File: src/rtl/wdog_pkg.sv
package wdog_pkg;
  typedef enum logic [1:0] {
    EVT_NONE = 2'd0,
    EVT_IRQ  = 2'd1,
    EVT_RST  = 2'd2
  } wdog_evt_e;
endpackage

File: src/rtl/wdog_interval.sv
module wdog_interval #(
  parameter int MULT_W = 5,
  parameter int RES_W  = 2,
  parameter int CNT_W  = MULT_W + 2 * ((1 << RES_W) - 1)
) (
  input  logic [MULT_W-1:0] mult_i,
  input  logic [RES_W-1:0]  res_i,
  output logic [CNT_W-1:0]  ticks_o
);
  localparam int NRES = 1 << RES_W;

  logic [CNT_W-1:0] scaled [NRES];

  // one shifted copy per resolution code, step of 4x
  for (genvar g = 0; g < NRES; g++) begin : g_scale
    assign scaled[g] = CNT_W'(mult_i) << (2 * g);
  end

  assign ticks_o = scaled[res_i];
endmodule

File: src/rtl/wdog_counter.sv
module wdog_counter #(
  parameter int CNT_W = 11
) (
  input  logic             clk_i,
  input  logic             rst_ni,
  input  logic             tick_i,
  input  logic             load_i,
  input  logic [CNT_W-1:0] load_val_i,
  output logic             expire_o
);
  logic [CNT_W-1:0] cnt_q;

  always_ff @(posedge clk_i or negedge rst_ni) begin
    if (!rst_ni) cnt_q <= '0;
    else if (load_i) cnt_q <= load_val_i;
    else if (tick_i && cnt_q != '0) cnt_q <= cnt_q - 1'b1;
  end

  // last tick of a running count, unless an access reloads it
  assign expire_o = tick_i && !load_i && (cnt_q == CNT_W'(1));

  AST_HOLD_NO_TICK: assert property (@(posedge clk_i) disable iff (!rst_ni)
    (!tick_i && !load_i) |=> $stable(cnt_q));
  AST_IDLE_STAYS: assert property (@(posedge clk_i) disable iff (!rst_ni)
    (cnt_q == '0 && !load_i) |=> (cnt_q == '0));
endmodule

File: src/rtl/wdog_steer.sv
module wdog_steer
  import wdog_pkg::*;
#(
  parameter int MULT_W   = 5,
  parameter int RES_W    = 2,
  parameter int CTRL_W   = 8,
  parameter int FLAG_W   = 8,
  parameter int CTRL_BIT = 6
) (
  input  logic                          clk_i,
  input  logic                          rst_ni,
  input  logic                          tick_i,
  input  logic                          wd_wr_i,
  input  logic                          wd_rd_i,
  input  logic [MULT_W+RES_W:0]         wd_wdata_i,
  output logic [MULT_W+RES_W:0]         wd_rdata_o,
  output logic [FLAG_W-1:0]             flags_o,
  input  logic                          ctrl_wr_i,
  input  logic [CTRL_W-1:0]             ctrl_wdata_i,
  output logic [CTRL_W-1:0]             ctrl_o,
  output logic                          rst_req_o,
  output logic                          irq_o
);
  localparam int REG_W = MULT_W + RES_W + 1;
  localparam int CNT_W = MULT_W + 2 * ((1 << RES_W) - 1);

  logic [REG_W-1:0]  wd_q;
  logic [CTRL_W-1:0] ctrl_q, ctrl_d;
  logic              flag_q;
  wdog_evt_e         evt_d, evt_q;

  logic              load;
  logic [REG_W-1:0]  load_cfg;
  logic [CNT_W-1:0]  load_val;
  logic              expire;
  logic              steer;

  assign load     = wd_wr_i | wd_rd_i;
  assign load_cfg = wd_wr_i ? wd_wdata_i : wd_q;
  assign steer    = wd_q[REG_W-1];

  wdog_interval #(.MULT_W(MULT_W), .RES_W(RES_W), .CNT_W(CNT_W)) u_interval (
    .mult_i (load_cfg[RES_W +: MULT_W]),
    .res_i  (load_cfg[RES_W-1:0]),
    .ticks_o(load_val)
  );

  wdog_counter #(.CNT_W(CNT_W)) u_counter (
    .clk_i     (clk_i),
    .rst_ni    (rst_ni),
    .tick_i    (tick_i),
    .load_i    (load),
    .load_val_i(load_val),
    .expire_o  (expire)
  );

  always_comb begin
    evt_d = EVT_NONE;
    if (expire) evt_d = steer ? EVT_RST : EVT_IRQ;
  end

  always_comb begin
    ctrl_d = ctrl_wr_i ? ctrl_wdata_i : ctrl_q;
    if (evt_d == EVT_RST) ctrl_d[CTRL_BIT] = 1'b0;
  end

  always_ff @(posedge clk_i or negedge rst_ni) begin
    if (!rst_ni) begin
      wd_q   <= '0;
      ctrl_q <= '0;
      flag_q <= 1'b0;
      evt_q  <= EVT_NONE;
    end else begin
      if (wd_wr_i) wd_q <= wd_wdata_i;
      else if (evt_d == EVT_RST) wd_q <= '0;
      ctrl_q <= ctrl_d;
      if (load) flag_q <= 1'b0;
      else if (expire) flag_q <= 1'b1;
      evt_q <= evt_d;
    end
  end

  assign wd_rdata_o = wd_q;
  assign ctrl_o     = ctrl_q;
  assign flags_o    = {flag_q, {(FLAG_W-1){1'b0}}};
  assign rst_req_o  = (evt_q == EVT_RST);
  assign irq_o      = (evt_q == EVT_IRQ);

  AST_ONE_KIND: assert property (@(posedge clk_i) disable iff (!rst_ni)
    !(rst_req_o && irq_o));
  AST_RST_SHORT: assert property (@(posedge clk_i) disable iff (!rst_ni)
    rst_req_o |=> !rst_req_o);
  AST_IRQ_SHORT: assert property (@(posedge clk_i) disable iff (!rst_ni)
    irq_o |=> !irq_o);
  AST_RST_CLEARS: assert property (@(posedge clk_i) disable iff (!rst_ni)
    rst_req_o |-> (wd_q == '0 && !ctrl_q[CTRL_BIT]));
  AST_FLAG_SET: assert property (@(posedge clk_i) disable iff (!rst_ni)
    (rst_req_o || irq_o) |-> flags_o[FLAG_W-1]);
  AST_ACCESS_WINS: assert property (@(posedge clk_i) disable iff (!rst_ni)
    (wd_wr_i || wd_rd_i) |=> (!flags_o[FLAG_W-1] && !rst_req_o && !irq_o));
endmodule

File: config.mk
export PLATFORM = sky130hd
export DESIGN_NAME = wdog_steer
export DESIGN_NICKNAME = d
export VERILOG_FILES = /design/src/rtl/wdog_pkg.sv /design/src/rtl/wdog_interval.sv /design/src/rtl/wdog_counter.sv /design/src/rtl/wdog_steer.sv
export SDC_FILE = /design/constraint.sdc
export NUM_CORES = 1
export LEC_CHECK = 0
export BUFFER_PORTS_ARGS = -buffer_cell sky130_fd_sc_hd__clkbuf_2
export CAP_MARGIN = 0
export CELL_PAD_IN_SITES_DETAIL_PLACEMENT = 1
export CELL_PAD_IN_SITES_GLOBAL_PLACEMENT = 2
export CORE_ASPECT_RATIO = 0.8
export CORE_UTILIZATION = 34
export CTS_CLUSTER_DIAMETER = 60
export DETAILED_ROUTE_END_ITERATION = 16
export GPL_TIMING_DRIVEN = 1
export PLACE_DENSITY_LB_ADDON = 0.1
export SLEW_MARGIN = 20
export SYNTH_ARGS = -nofsm -noshare
export SYNTH_HDL_FRONTEND = slang
export SYNTH_SLANG_ARGS = --single-unit
File: constraint.sdc
create_clock -name clk_i -period 3.4 [get_ports clk_i]
set_input_delay 0.17 -clock clk_i [delete_from_list [all_inputs] [get_ports clk_i]]
set_output_delay 0.17 -clock clk_i [all_outputs]
set_load 0.02 [all_outputs]
==> reports/qor.yml, run 1 <==
outcome:
  status: "completed"
worst_hold_path:
  hp-class: "in2reg"
job:
  max-cap-violations: 0
timing:
  fmax_mhz: 528.2
  min_period_ns: 1.893
  hold_viol_final: 0
  setup_viol: 0
  tightest_slew_ns: 0.7776
  setup_tns_ns: 0
  period_share_pct: 55.68
  maxSlewViolCount: 0
  slew_headroom_pct: 48.16
  rsz0062_at_grt: "no"
  skew_ns: 0.004421
clocking:
  path_clk_slew_ns: 0.06
  postCtsHoldBufs: 1
  clock_latency_ns: 0.28
  cts_resized: 0
  htree_num_levels: 2
  clockBufferDepth: 2
  cts_setup_buffers: 0
  numCtsBuffers: 5
  cts_sinks: 30
  cts_tree: "built"
  root_buffer: "clkbuf_8"
global_routing:
  grt_pass1_wl_um: 7679
  grt_antenna_before_repair: 0
  grt_overflow: 0
  grt_use_total_pct: 19.67
  grt_max_degree: 31
  grt_pass1_vias: 1471
final_layout:
  seq_area_um2: 750.7
  final_nets: 227
  final_common_cell: "clkbuf_2"
  fin_cells: 263
  fillers: 560
  areaGrowthSynthToFinish_pct: 16.73
  layout_common_cells: "40 x clkbuf_2, 30 x dfrtp_1, 16 x nor2_1"
  antenna_cells: 0
  final_layout_size_suffix_gt1_share_pct: 33.99
  multi_input_comb_area_um2: 870.8
pwr:
  clockPowerShare_pct: 26.7
  power.density_nw_per_um2: 505.2
  leakage_nw: 0.9436
  seqPwrFrac_pct: 44.3
  p_int_mw: 0.6493
  switching_share_pct: 36.01
  vdd_drop_max_v: 0.0002424
  power_frac_comb_pct: 29.0
  switchingPower_mw: 0.3653
place:
  dp_cells: 255
  port_buffers: 40
  dp_hpwl_um: 3487
  gp_congestion: 0.8857
logic_synthesis:
  ys_ff_latch: 30
  yosysWarnings: 0
  yosysSeqAreaShare_pct: 43.64
  synth_cell_types: 57
  synthCells: 163
  syn_area_um2: 1720
  avgSynthCellArea_um2: 10.55
detailed_routing:
  drt_pass1_iterations: 4
  vias: 1418
  wire_per_inst_um: 17.41
  drc: 0
  ant_nets: 0
  routed_wirelength_um: 4580
  drt_first_iter_violations: 78
  viasPerCell: 5.392
die:
  fp.dieArea_um2: 5350
  start_util_pct: 36.34
  core_area_um2: 4735
  io_pins: 48
  die_h_um: 65.63
  die_x_um: 81.53
  rows: 22
worst_setup_path:
  critPathKind: "reg2reg"
  arrival_ns: 2.03
  cp-start-kind: "flop"
  critPathMaxFanout: 6
  worst_setup_path_end_kind: "flop"
  cp.required_ns: 3.54
-- critical path, stage by stage (launching register included) --
cell and delay (ns):
dfrtp_1 0.40, inv_1 0.15, ha_1 0.28, and4bb_2 0.30, o21ai_0 0.17, o311ai_0 0.31, o211ai_1 0.14
-- flip-flops by register name, summed over array words and instances, names as in the netlist --
register / cells
evt_q: 2
wd_rdata_o: 8
ctrl_o: 8
u_counter.cnt_q: 11
flag_q: 1
-- through the flow --
step | hold WS (ns) | utilization [%] | power [mW] | area (µm²) | setup slack [ns]
3_3_place_gp | 0.2738 | 40.54 | 0.7425 | 1919 | 1.426
4_1_cts | 0.1156 | 42.42 | 1.021 | 2008 | 1.513
6_report | 0.1225 | 42.42 | 1.015 | 2008 | 1.507
3_5_place_dp | 0.2875 | 40.54 | 0.7464 | 1919 | 1.384
5_1_grt | 0.1187 | 42.42 | 1.075 | 2008 | 1.332
2_1_floorplan | -0.1256 | - | 0.6628 | 1743 | 1.751
-- power groups by stage --
stage / clock network (mW) / registers [mW] / logic, mW
2_1_floorplan: 0 / 0.461 / 0.202
3_3_place_gp: 0 / 0.452 / 0.290
3_5_place_dp: 0 / 0.456 / 0.291
4_1_cts: 0.278 / 0.449 / 0.294
5_1_grt: 0.297 / 0.457 / 0.321
6_report: 0.271 / 0.449 / 0.294
-- logic make-up after synthesis --
kind of cell	synth area share, %
compound gates	15.05
other cells	0.2180
simple gates	20.00
flops	43.64
xor+xnor	0.5092
mux	12.07
fa+ha+maj	1.454
buf+inv	7.054
-- Yosys cell counts, drive strengths merged --
| cell type | n | area share, % |
|---|---|---|
| a211oi | 2 | 0.87 |
| a21oi | 5 | 1.5 |
| a221oi | 1 | 0.51 |
| a222oi | 1 | 0.58 |
| a22o | 1 | 0.51 |
| a22oi | 2 | 0.87 |
| a311oi | 1 | 0.51 |
| a31oi | 1 | 0.36 |
| a32o | 2 | 1.2 |
| a32oi | 2 | 1.0 |
| a41o | 1 | 0.58 |
| a41oi | 2 | 1.0 |
| and2 | 2 | 0.73 |
| and2b | 1 | 0.51 |
| and3 | 1 | 0.44 |
| and4bb | 1 | 0.73 |
| buf | 12 | 5.3 |
| clkbuf | 2 | 0.44 |
| conb | 1 | 0.22 |
| dfrtp | 30 | 44 |
| ha | 2 | 1.5 |
| inv | 6 | 1.3 |
| mux2 | 8 | 5.5 |
| mux2i | 11 | 6.6 |
| nand2 | 10 | 2.2 |
| nand2b | 1 | 0.36 |
| nand3 | 3 | 0.87 |
| nand3b | 1 | 0.44 |
| nand4 | 1 | 0.36 |
| nor2 | 19 | 4.9 |
| nor2b | 2 | 0.73 |
| nor3 | 6 | 2.0 |
| nor4 | 3 | 2.8 |
| o211ai | 2 | 0.87 |
| o21ai | 4 | 1.2 |
| o22ai | 1 | 0.36 |
| o2bb2a | 1 | 1.2 |
| o311ai | 2 | 1.0 |
| o31ai | 1 | 0.44 |
| o41ai | 1 | 0.51 |
| or2 | 1 | 0.36 |
| or3 | 1 | 0.44 |
| or4 | 3 | 1.5 |
| or4b | 1 | 0.58 |
| xnor2 | 1 | 0.51 |
-- layer usage --
layer	vias to the layer above	wire length (µm)	track usage, %
met3	5	322	5.000
li1	665	-	-
met4	0	46	6.473
met2	56	1977	27.81
met5	-	0	0
met1	692	2234	28.73
-- layout make-up --
cell class | count | share of cell area (%)
Multi-Input combinational cell | 119 | 43.36
Sequential cell | 30 | 37.38
Timing Repair Buffer | 41 | 10.47
Tap cell | 60 | 3.738
Clock buffer | 5 | 3.427
Inverter | 6 | 1.121
Clock inverter | 2 | 0.4984
-- worst paths after layout --
| kind | depth (start not counted) | from | slack [ns] | end |
|---|---|---|---|---|
| max in group asynchronous | 2 | rst_ni | 2.41 | u_counter.cnt_q[4]$_DFFE_PN0P_ |
| max | 6 | u_counter.cnt_q[1]$_DFFE_PN0P_ | 1.51 | u_counter.cnt_q[6]$_DFFE_PN0P_ |
| max reg2reg | 6 | u_counter.cnt_q[1]$_DFFE_PN0P_ | 1.51 | u_counter.cnt_q[6]$_DFFE_PN0P_ |
| min in group asynchronous | 2 | rst_ni | 0.50 | u_counter.cnt_q[10]$_DFFE_PN0P_ |
| min | 2 | ctrl_wdata_i[5] | 0.12 | ctrl_o[5]$_DFFE_PN0P_ |
| min reg2reg | 2 | flag_q$_DFFE_PN0P_ | 0.50 | flag_q$_DFFE_PN0P_ |
Power figures use the tool's default switching activity.
==> inputs of run 2 (changes only) <==
ABC_AREA = 1   (was not set)
CORE_UTILIZATION = 29   (was 34)
clock period = 1.84 ns   (was 3.4 ns; I/O delays follow)
==> reports/qor.yml, run 2 <==
outcome:
  status: "completed"
logic_synthesis:
  yosysTopAreaCellShare_pct: 40.62
  synth_cell_types: 32
  yosysWarnings: 0
  ys_ff_latch: 30
  synthCells: 237
  avgSynthCellArea_um2: 7.798
  synth_flop_cell: "dfrtp_1"
  synth_most_common_cell: "nand2_1"
  ys_top_cells_by_area: "dfrtp_1 41%, nand2_1 14%, inv_1 6.1%, mux2_2 4.9%, nor2_1 3.9%"
  syn_area_um2: 1848
  yosys-top-cells-count: "67 x nand2_1, 30 x dfrtp_1, 30 x inv_1, 19 x nor2_1, 11 x nand3_1"
  synth_top_area_cell: "dfrtp_1"
  async_flop_share_pct: 100.0
  synth_edf_count: 0
  yosysSeqAreaShare_pct: 40.62
die:
  io_pins: 48
  core_area_um2: 6037
  die_x_um: 91.25
  die_h_um: 73.40
  start_util_pct: 30.61
  fp.dieArea_um2: 6698
  rows: 25
detailed_routing:
  drt_first_iter_violations: 73
  viasPerCell: 4.457
  drt_pass1_iterations: 4
  wire_per_inst_um: 13.57
  vias: 1609
  routed_wirelength_um: 4900
  ant_nets: 0
  drc: 0
worst_setup_path:
  reg2regPathDepth: 10
  critPathMaxFanout: 11
  r2r_slack_ns: 0.24
  worstSetupStartpoint: "u_counter.cnt_q[0]$_DFFE_PN0P_"
  cp.required_ns: 2.06
  cp-start-kind: "flop"
  r2r-end: "u_counter.cnt_q[0]$_DFFE_PN0P_"
  worst_setup_path_end_kind: "flop"
  crit_end: "u_counter.cnt_q[0]$_DFFE_PN0P_"
  timing.rr.start: "u_counter.cnt_q[0]$_DFFE_PN0P_"
  critPathKind: "reg2reg"
  arrival_ns: 1.82
worst_hold_path:
  whs_path_depth: 3
  hp-class: "in2reg"
final_layout:
  multi_input_comb_area_um2: 883.3
  fin_cells: 361
  final_layout_size_suffix_gt1_share_pct: 29.64
  largest_register_ffs: 11
  fillers: 754
  fin_area_um2: 2230
  antenna_cells: 0
  regMostFlops: "u_counter.cnt_q"
  layout_common_cells: "67 x nand2_1, 40 x clkbuf_2, 30 x inv_1, 30 x dfrtp_1, 19 x nor2_1"
  seq_area_um2: 750.7
  final_nets: 303
  fin_util_pct: 36.93
  areaGrowthSynthToFinish_pct: 20.65
  final_common_cell: "nand2_1"
clocking:
  cts_resized: 0
  path_clk_slew_ns: 0.07
  cts_sinks: 30
  numCtsBuffers: 5
  cts_tree: "built"
  clock_latency_ns: 0.29
  htree_num_levels: 2
  clockBufferDepth: 2
  root_buffer: "clkbuf_8"
place:
  postPlaceCellArea_um2: 2077
  port_buffers: 40
  place_worst_setup_slack_ns: 0.2326
  dp_hpwl_um: 3836
  gp_congestion: 0.8076
  dp_cells: 352
global_routing:
  grt_pass1_vias: 1569
  grt_pass1_wl_um: 8155
  grt_max_degree: 31
  grt_use_total_pct: 16.35
  grt_overflow: 0
  grt_antenna_before_repair: 0
timing:
  tightest_slew_ns: 0.8054
  setup_viol: 0
  fmax_mhz: 624.3
  hold_viol_final: 0
  rsz0062_at_grt: "no"
  hold_ws_ns: 0.02226
  setup_ws_ns: 0.2382
  min_period_ns: 1.602
  slew_headroom_pct: 46.31
  period_share_pct: 87.05
  setup_tns_ns: 0
  skew_ns: 0.007051
  maxSlewViolCount: 0
pwr:
  leakage_nw: 1.225
  vdd_drop_max_v: 0.0003153
  power.density_nw_per_um2: 990.7
  finalPower_mw: 2.209
job:
  max-cap-violations: 0
## run 2: cell types whose count changed in the layout (fill, tap and decap cells not counted), moves of 3 or more
cell | previous run | this run
nand2_1 | 10 | 67
inv_1 | 6 | 30
mux2i_1 | 10 | 0
nand2_2 | 0 | 8
nand3_1 | 3 | 11
o21ai_0 | 3 | 9
inv_2 | 0 | 4
nand4_1 | 1 | 5
nand2_4 | 0 | 3
nor2_1 | 16 | 19
nor3_1 | 5 | 2
## run 2: layout make-up
class,instances,area share [%]
Tap cell,81,4.545
Inverter,35,6.004
Timing Repair Buffer,42,9.764
Multi-Input combinational cell,165,39.62
Sequential cell,30,33.67
Clock inverter,2,2.694
Clock buffer,6,3.704
## run 2: critical path: stages (launching register included)
cell and delay [ns]:
dfrtp_1 0.40, inv_1 0.12, ha_1 0.23, nand2_2 0.13, nor2_4 0.14, nand2_2 0.08
nand2_4 0.09, nand2_4 0.11, inv_2 0.12, nand2_1 0.05, o21ai_1 0.06
## run 2: how the worst min path moves through the flow
| stage | from | to | slack [ns] |
|---|---|---|---|
| after global routing | ctrl_wdata_i[0] | ctrl_o[0]$_DFFE_PN0P_ | 0.03 |
| after floorplan | rst_ni | ctrl_o[0]$_DFFE_PN0P_ | -0.20 |
| final | wd_wdata_i[7] | wd_rdata_o[7]$_DFFE_PN0P_ | 0.02 |
| after detailed placement | rst_ni | ctrl_o[5]$_DFFE_PN0P_ | 0.23 |
| after global placement | rst_ni | ctrl_o[5]$_DFFE_PN0P_ | 0.24 |
| after CTS | wd_wdata_i[7] | wd_rdata_o[7]$_DFFE_PN0P_ | 0.006 |
## run 2: power breakdown
| part | switching [mW] | total [mW] | internal, mW | leakage (nW) |
|---|---|---|---|---|
| combinational | 0.384 | 0.564 | 0.180 | 0.778 |
| sequential | 0.0557 | 0.788 | 0.732 | 0.376 |
| clock | 0.279 | 0.857 | 0.578 | 0.0714 |
## run 2: logic make-up after synthesis
group / count (synthesis) / synth area share, %
other: 1 / 0.2029
and+or+nand+nor: 124 / 32.16
AOI/OAI and AO/OA: 23 / 7.515
xor gates and xnor gates: 1 / 0.4740
adders and majority gates: 2 / 1.354
buffers and inverters: 48 / 12.80
muxes: 8 / 4.875
DFF: 30 / 40.62
## run 2: metal layers
metal | GRT usage [%] | up-vias | routed length, µm
li1 | - | 808 | -
met3 | 3.209 | 7 | 148
met4 | 6.349 | 0 | 61
met5 | 0 | - | 0
met2 | 24.66 | 28 | 2078
met1 | 23.17 | 766 | 2613
## run 2: what timing repair did
item / 4_1_cts / 5_1_grt
endpoints found under the hold margin: 30 / 0
setup buffers: 0 / 0
hold buffers: 1 / 0
